--- config.mk ---
export PLATFORM = sky130hd
export DESIGN_NAME = gs_pwm_engine
export DESIGN_NICKNAME = d
export VERILOG_FILES = /design/src/rtl/gs_pwm_pkg.sv /design/src/rtl/gs_pwm_ctrl.sv /design/src/rtl/gs_pwm_datapath.sv /design/src/rtl/gs_pwm_stagger.sv /design/src/rtl/gs_pwm_engine.sv
export SDC_FILE = /design/constraint.sdc
export NUM_CORES = 2
export LEC_CHECK = 0
export ABC_AREA = 1
export BUFFER_PORTS_ARGS = -buffer_cell sky130_fd_sc_hd__buf_4
export CORE_MARGIN = 5
export CORE_UTILIZATION = 50
export DETAILED_ROUTE_END_ITERATION = 16
export HOLD_SLACK_MARGIN = 0.05
export PLACE_DENSITY = 0.68
export SLEW_MARGIN = 0
export SYNTH_ARGS = -nofsm -noshare
export SYNTH_HDL_FRONTEND = slang
export SYNTH_SLANG_ARGS = --single-unit
--- constraint.sdc ---
create_clock -name clk -period 5.75 [get_ports clk]
set_input_delay 1.725 -clock clk [delete_from_list [all_inputs] [get_ports clk]]
set_output_delay 1.725 -clock clk [all_outputs]
set_load 0.005 [all_outputs]
--- src/rtl/gs_pwm_pkg.sv ---
package gs_pwm_pkg;

  typedef enum logic [1:0] {
    SEG_64 = 2'b00,
    SEG_16 = 2'b01,
    SEG_4  = 2'b10,
    SEG_1  = 2'b11
  } segMode_t;

  typedef struct packed {
    logic loadActive;
    logic loadPending;
    logic applyPending;
  } pwmStrobe_t;

endpackage

--- src/rtl/gs_pwm_ctrl.sv ---
module gs_pwm_ctrl
  import gs_pwm_pkg::*;
#(
  parameter int GS_W       = 16,
  parameter int SHORT_DROP = 4
) (
  input  logic            clk,
  input  logic            rstN,
  input  logic            gsTick,
  input  logic            depth16,
  input  logic            manualSync,
  input  logic            gLatch,
  output logic [GS_W-1:0] cnt,
  output pwmStrobe_t      strobe,
  output logic            cycleEnd
);

  localparam int SHORT_W = GS_W - SHORT_DROP;
  localparam logic [GS_W-1:0] FULL_TOP  = '1;
  localparam logic [GS_W-1:0] SHORT_TOP = {{SHORT_DROP{1'b0}}, {SHORT_W{1'b1}}};

  logic [GS_W-1:0] topVal;
  logic            wrap;
  logic            pendValid;

  assign topVal = depth16 ? FULL_TOP : SHORT_TOP;
  assign wrap   = gsTick && (cnt >= topVal);

  always_comb begin
    strobe.loadActive   = gLatch && manualSync;
    strobe.loadPending  = gLatch && !manualSync;
    strobe.applyPending = wrap && pendValid;
  end

  always_ff @(posedge clk or negedge rstN) begin
    if (!rstN) begin
      cnt       <= '0;
      pendValid <= 1'b0;
      cycleEnd  <= 1'b0;
    end else begin
      cycleEnd <= wrap;
      if (gsTick) begin
        cnt <= wrap ? '0 : cnt + 1'b1;
      end
      if (strobe.loadPending) begin
        pendValid <= 1'b1;
      end else if (strobe.applyPending) begin
        pendValid <= 1'b0;
      end
    end
  end

endmodule

--- src/rtl/gs_pwm_datapath.sv ---
module gs_pwm_datapath
  import gs_pwm_pkg::*;
#(
  parameter int NUM_CH       = 16,
  parameter int GS_W         = 16,
  parameter int SHORT_DROP   = 4,
  parameter int SEG_MAX_BITS = 6
) (
  input  logic                   clk,
  input  logic                   rstN,
  input  pwmStrobe_t             strobe,
  input  logic [GS_W-1:0]        cnt,
  input  logic                   depth16,
  input  logic [1:0]             cntMode,
  input  logic [NUM_CH*GS_W-1:0] gsData,
  output logic [NUM_CH-1:0]      rawOn
);

  localparam int SEG_STEP = SEG_MAX_BITS / 3;
  localparam int SHORT_W  = GS_W - SHORT_DROP;

  logic [NUM_CH*GS_W-1:0] activeWords;
  logic [NUM_CH*GS_W-1:0] pendWords;
  logic [NUM_CH-1:0]      onNext;

  function automatic logic segCompare(input logic [GS_W-1:0] word,
                                      input logic [GS_W-1:0] cntV,
                                      input logic            wide,
                                      input logic [1:0]      mode);
    logic [GS_W:0] one, g, c, q, r, t, k, segMask, posMask, depthMask;
    int dBits, sBits, posBits;
    one       = {{GS_W{1'b0}}, 1'b1};
    dBits     = wide ? GS_W : SHORT_W;
    sBits     = SEG_MAX_BITS - SEG_STEP * int'(mode);
    posBits   = dBits - sBits;
    depthMask = (one << dBits) - one;
    segMask   = (one << sBits) - one;
    posMask   = (one << posBits) - one;
    g = wide ? {1'b0, word}
             : {1'b0, {SHORT_DROP{1'b0}}, word[GS_W-1:SHORT_DROP]};
    c = {1'b0, cntV} & depthMask;
    q = g >> sBits;
    r = g & segMask;
    t = c & posMask;
    k = c >> posBits;
    return (t < q) || ((t == q) && (k < r));
  endfunction

  always_ff @(posedge clk or negedge rstN) begin
    if (!rstN) begin
      activeWords <= '0;
      pendWords   <= '0;
    end else begin
      if (strobe.loadPending) begin
        pendWords <= gsData;
      end
      if (strobe.loadActive) begin
        activeWords <= gsData;
      end else if (strobe.applyPending) begin
        activeWords <= pendWords;
      end
    end
  end

  for (genvar ch = 0; ch < NUM_CH; ch++) begin : g_cmp
    assign onNext[ch] = segCompare(activeWords[ch*GS_W +: GS_W], cnt, depth16, cntMode);
  end

  always_ff @(posedge clk or negedge rstN) begin
    if (!rstN) begin
      rawOn <= '0;
    end else begin
      rawOn <= onNext;
    end
  end

endmodule

--- src/rtl/gs_pwm_stagger.sv ---
module gs_pwm_stagger #(
  parameter int NUM_CH      = 16,
  parameter int NUM_GROUPS  = 4,
  parameter int STAGGER_CYC = 4
) (
  input  logic              clk,
  input  logic              rstN,
  input  logic [NUM_CH-1:0] rawOn,
  output logic [NUM_CH-1:0] chanOn
);

  for (genvar ch = 0; ch < NUM_CH; ch++) begin : g_ch
    localparam int DLY = (ch % NUM_GROUPS) * STAGGER_CYC;
    if (DLY == 0) begin : g_direct
      assign chanOn[ch] = rawOn[ch];
    end else begin : g_delay
      logic [DLY-1:0] pipe;
      logic [DLY:0]   shifted;
      assign shifted = {pipe, rawOn[ch]};
      always_ff @(posedge clk or negedge rstN) begin
        if (!rstN) begin
          pipe <= '0;
        end else begin
          pipe <= shifted[DLY-1:0];
        end
      end
      assign chanOn[ch] = pipe[DLY-1];
    end
  end

endmodule

--- src/rtl/gs_pwm_engine.sv ---
module gs_pwm_engine
  import gs_pwm_pkg::*;
#(
  parameter int NUM_CH       = 16,
  parameter int GS_W         = 16,
  parameter int SHORT_DROP   = 4,
  parameter int SEG_MAX_BITS = 6,
  parameter int NUM_GROUPS   = 4,
  parameter int STAGGER_CYC  = 4
) (
  input  logic                   clk,
  input  logic                   rstN,
  input  logic                   gsTick,
  input  logic                   depth16,
  input  logic [1:0]             cntMode,
  input  logic                   manualSync,
  input  logic                   gLatch,
  input  logic [NUM_CH*GS_W-1:0] gsData,
  output logic [NUM_CH-1:0]      chanOn,
  output logic                   cycleEnd
);

  logic [GS_W-1:0]   cnt;
  pwmStrobe_t        strobe;
  logic [NUM_CH-1:0] rawOn;

  gs_pwm_ctrl #(.GS_W(GS_W), .SHORT_DROP(SHORT_DROP)) ctrl_i (
    .clk(clk), .rstN(rstN), .gsTick(gsTick), .depth16(depth16),
    .manualSync(manualSync), .gLatch(gLatch), .cnt(cnt),
    .strobe(strobe), .cycleEnd(cycleEnd)
  );

  gs_pwm_datapath #(.NUM_CH(NUM_CH), .GS_W(GS_W), .SHORT_DROP(SHORT_DROP),
                    .SEG_MAX_BITS(SEG_MAX_BITS)) dp_i (
    .clk(clk), .rstN(rstN), .strobe(strobe), .cnt(cnt), .depth16(depth16),
    .cntMode(cntMode), .gsData(gsData), .rawOn(rawOn)
  );

  gs_pwm_stagger #(.NUM_CH(NUM_CH), .NUM_GROUPS(NUM_GROUPS),
                   .STAGGER_CYC(STAGGER_CYC)) stg_i (
    .clk(clk), .rstN(rstN), .rawOn(rawOn), .chanOn(chanOn)
  );

endmodule

==> out/metrics.yaml <==
setup_path:
  critPathKind: "input port to flip-flop"
  start_kind: "input port"
  path_max_fanout: 11
  crit_arrival_ns: 5.71
  end_kind: "flip-flop"
  reg2reg_slack_ns: 2.37
  r2r_cells: 15
  reg2reg_from: "ctrl_i.cnt[15]$_DFFE_PN0P_"
  reg2reg_to: "dp_i.rawOn[2]$_DFF_PN0_"
  cp.required_ns: 6.33
cells_and_area:
  post-route-util: 0.568
  drive_above_1_share: 0.0887
  fin_area_um2: 51100
  areaGrowthSynthToFinish_pct: 12.9
  n_antenna_cell: 0
  fillers: 8646
  nets: 7101
sta:
  maxSlewViolCount: 0
  finalClockSkew_ns: 0.0459
  finalHoldViolCount: 0
  setup_tns_ns: 0
  setup_viol: 0
  rsz0062_at_grt: "no"
  worst_pin_slew_ns: 1.18
  fin_crit_ns: 5.13
  slew_headroom: 0.209
  fin_crit_sh: 0.892
  fmax_ghz: 0.195
place:
  gp_congestion: 0.950
  io_buffer_count: 280
  place_area_um2: 48700
  dp.final_hpwl_um: 114000
worst_hold_path:
  whs_path_depth: 0
  worstHoldPathType: "flip-flop to flip-flop"
  holdCritStartpoint: "stg_i.g_ch[3].g_delay.pipe[4]$_DFF_PN0_"
  hold_path_end: "stg_i.g_ch[3].g_delay.pipe[5]$_DFF_PN0_"
detailed_routing:
  drtIter0Drc: 4673
  post_drt_wl_per_cell_um: 21.0
  postRouteAntennaNets: 0
  drc: 0
  route.met2.wl_um: 62800
  vias: 42920
  vias_per_cell: 5.67
  routed-wl-met3_um: 15400
  met1_length_um: 74600
  top_layer: "met5"
  drt-total-wl_um: 159000
  drt-pass1-iter-count: 6
pwr:
  p_int_uw: 9950
  power_switching_share: 0.378
  p_per_area_nw_per_um2: 313
  ir_worst_vdd_mv: 0.240
  p_leak_uw: 0.0256
  p_switching_uw: 6050
  combPwrFrac: 0.333
  power.clock.fraction: 0.296
  seqPwrFrac: 0.372
floorplan:
  ios: 281
  fp.dieH_um: 311
  core-area_um2: 90000
  die_x_um: 311
  dieArea_um2: 96700
  rows: 110
  start_util: 0.503
global_routing:
  grt_overflow: 0
  grt_pass1_vias: 39652
  antenna_found_initial: 9
  grt_max_degree: 187
  grt_pass1_wl_um: 241000
  grt_usage: 0.319
cts:
  cts_tree: "done"
  worstSkewPairLatency_ns: 0.68
  cts_resized: 0
  cts-root-buf: "clkbuf_16"
  cts.reportedPaths.clkPinSlew_ns: 0.06
  cts_buffers: 74
  cts_setup_buffers: 0
  clkSinkCount: 642
  cts_hold_buffers: 0
  cts.htree.levels: 3
  clockBufferDepth: 3
logic_synthesis:
  syn_inst: 6133
  ys_seq_elements: 642
  async_reset_ff_frac: 1.00
  synth_edf_count: 0
  syn_avg_cell_area_um2: 7.39
  ys_types: 52
  ys_seq_area_frac: 0.355
  netlist_area_um2: 45300
  synth_flop_cell: "dfrtp_1"
  yosysWarnings: 0
job:
  drv_cap: 0
outcome:
  outcome: "finished clean"
==> registers in the layout, indices dropped and copies added, names as in the netlist <==
name,count
ctrl_i.pendValid,1
dp_i.rawOn,16
ctrl_i.cnt,16
dp_i.pendWords,256
stg_i.g_ch.g_delay.pipe,96
ctrl_i.cycleEnd,1
dp_i.activeWords,256
==> kinds of logic after synthesis <==
family | Yosys count | share of synthesized area
AO/OA/AOI/OAI | 1612 | 0.195
XOR/XNOR | 6 | 0.00116
adder cells (fa/ha/maj) | 500 | 0.138
buffers and inverters | 933 | 0.0875
flip-flops | 642 | 0.355
multiplexers | 46 | 0.0102
other | 1 | 0.0000828
AND/OR/NAND/NOR | 2393 | 0.213
==> routing by layer <==
| metal | vias up | track usage |
|---|---|---|
| met1 | 20092 | 0.491 |
| met4 | 12 | 0.104 |
| met2 | 1811 | 0.439 |
| met3 | 299 | 0.0731 |
| li1 | 20706 | - |
| met5 | - | 0 |
==> synth_stat cells (4+ instances only) <==
cell      number  area [µm²]
a21o_1        10        75.1
nor3_1        41         205
buf_2         77         385
o21ai_0      907        4540
a31oi_1       17         106
nor4_1        21         131
o221ai_1      38         333
a32oi_1        5        43.8
buf_1         28         105
dfrtp_1      642       16100
a21oi_1      345        1730
o21a_1       128         961
nand2_2        7        43.8
a211oi_1      32         240
o211ai_1      22         165
a22oi_1       25         188
or2_1         11        68.8
inv_2          8        30.0
nand3_1      153         766
inv_1        574        2150
or2_2         11        68.8
xor2_1         6        52.6
nor2_1       275        1030
nand4_1       48         300
buf_6         22         248
clkbuf_1     172         646
o21bai_1       4        30.0
mux2i_1       46         460
o22ai_1        6        37.5
nor3b_1        8        60.1
and3_1        13        81.3
o21ai_1       64         320
buf_4         50         375
nand2_1     1777        6670
nand3b_1      17         128
ha_1         499        6240
==> worst max-delay path by stage <==
stage / to / cells past startpoint / start
6_report: dp_i.rawOn[2]$_DFF_PN0_ / 25 / depth16
4_1_cts: dp_i.rawOn[2]$_DFF_PN0_ / 25 / depth16
3_5_place_dp: dp_i.rawOn[6]$_DFF_PN0_ / 25 / depth16
5_1_grt: dp_i.rawOn[2]$_DFF_PN0_ / 25 / depth16
2_1_floorplan: dp_i.rawOn[6]$_DFF_PN0_ / 25 / cntMode[1]
3_3_place_gp: dp_i.rawOn[2]$_DFF_PN0_ / 25 / depth16
==> worst max-delay path: stages <==
cell	delay, ns
buf_8	0.12
inv_2	0.04
ha_1	0.18
a211oi_1	0.22
ha_1	0.25
inv_2	0.08
nand2_1	0.10
nor2_1	0.05
nand2_1	0.10
ha_1	0.17
inv_1	0.05
or2_1	0.23
nor2_1	0.11
o21ai_1	0.16
nor3_4	0.75
buf_4	0.33
ha_1	0.19
nand3_1	0.09
nor3_1	0.21
nand4_1	0.12
nor2_1	0.11
nand2_1	0.06
a21oi_1	0.12
nand2_1	0.06
nand2_1	0.07
==> cells in the final DEF, fill, tap and decap left out, types with 75 or more instances in the layout <==
cell type / n
o21ai_0: 906
inv_1: 572
dfrtp_1: 642
a21oi_1: 341
clkbuf_16: 75
nor2_1: 272
ha_1: 499
nand2_1: 1775
buf_4: 369
conb_1: 80
o21a_1: 128
nand3_1: 153
==> area by class of cell <==
| cell class | instances | area, µm² | area share |
|---|---|---|---|
| multi-input cells | 4637 | 25600 | 0.502 |
| flip-flops and latches | 642 | 16100 | 0.314 |
| repair buffers | 399 | 3350 | 0.0655 |
| inverters | 583 | 2190 | 0.0429 |
| clock buffers | 100 | 2070 | 0.0405 |
| well taps | 1176 | 1470 | 0.0288 |
| clock inverters | 30 | 337 | 0.00658 |
==> power by group through the flow <==
| stage | Clock (µW) | Combinational, µW | Sequential [µW] |
|---|---|---|---|
| floorplan | 0 | 3470 | 5760 |
| global placement | 0 | 5120 | 5990 |
| detailed placement | 0 | 5190 | 6010 |
| CTS | 4840 | 5230 | 5940 |
| global route | 5030 | 5970 | 6030 |
| finish | 4730 | 5330 | 5950 |
==> metrics by stage <==
step | std cells | worst slack [ns] | power, µW | hold WS [ns]
2_1_floorplan | 6212 | 0.0184 | 9230 | 0.331
4_1_cts | 7567 | 0.743 | 16000 | 0.346
6_report | 7567 | 0.620 | 16000 | 0.344
5_1_grt | 7567 | 0.295 | 17000 | 0.351
3_5_place_dp | 7437 | 0.0686 | 11200 | 0.335
3_3_place_gp | 7437 | 0.0279 | 11100 | 0.332
Power figures use the tool's default switching activity.
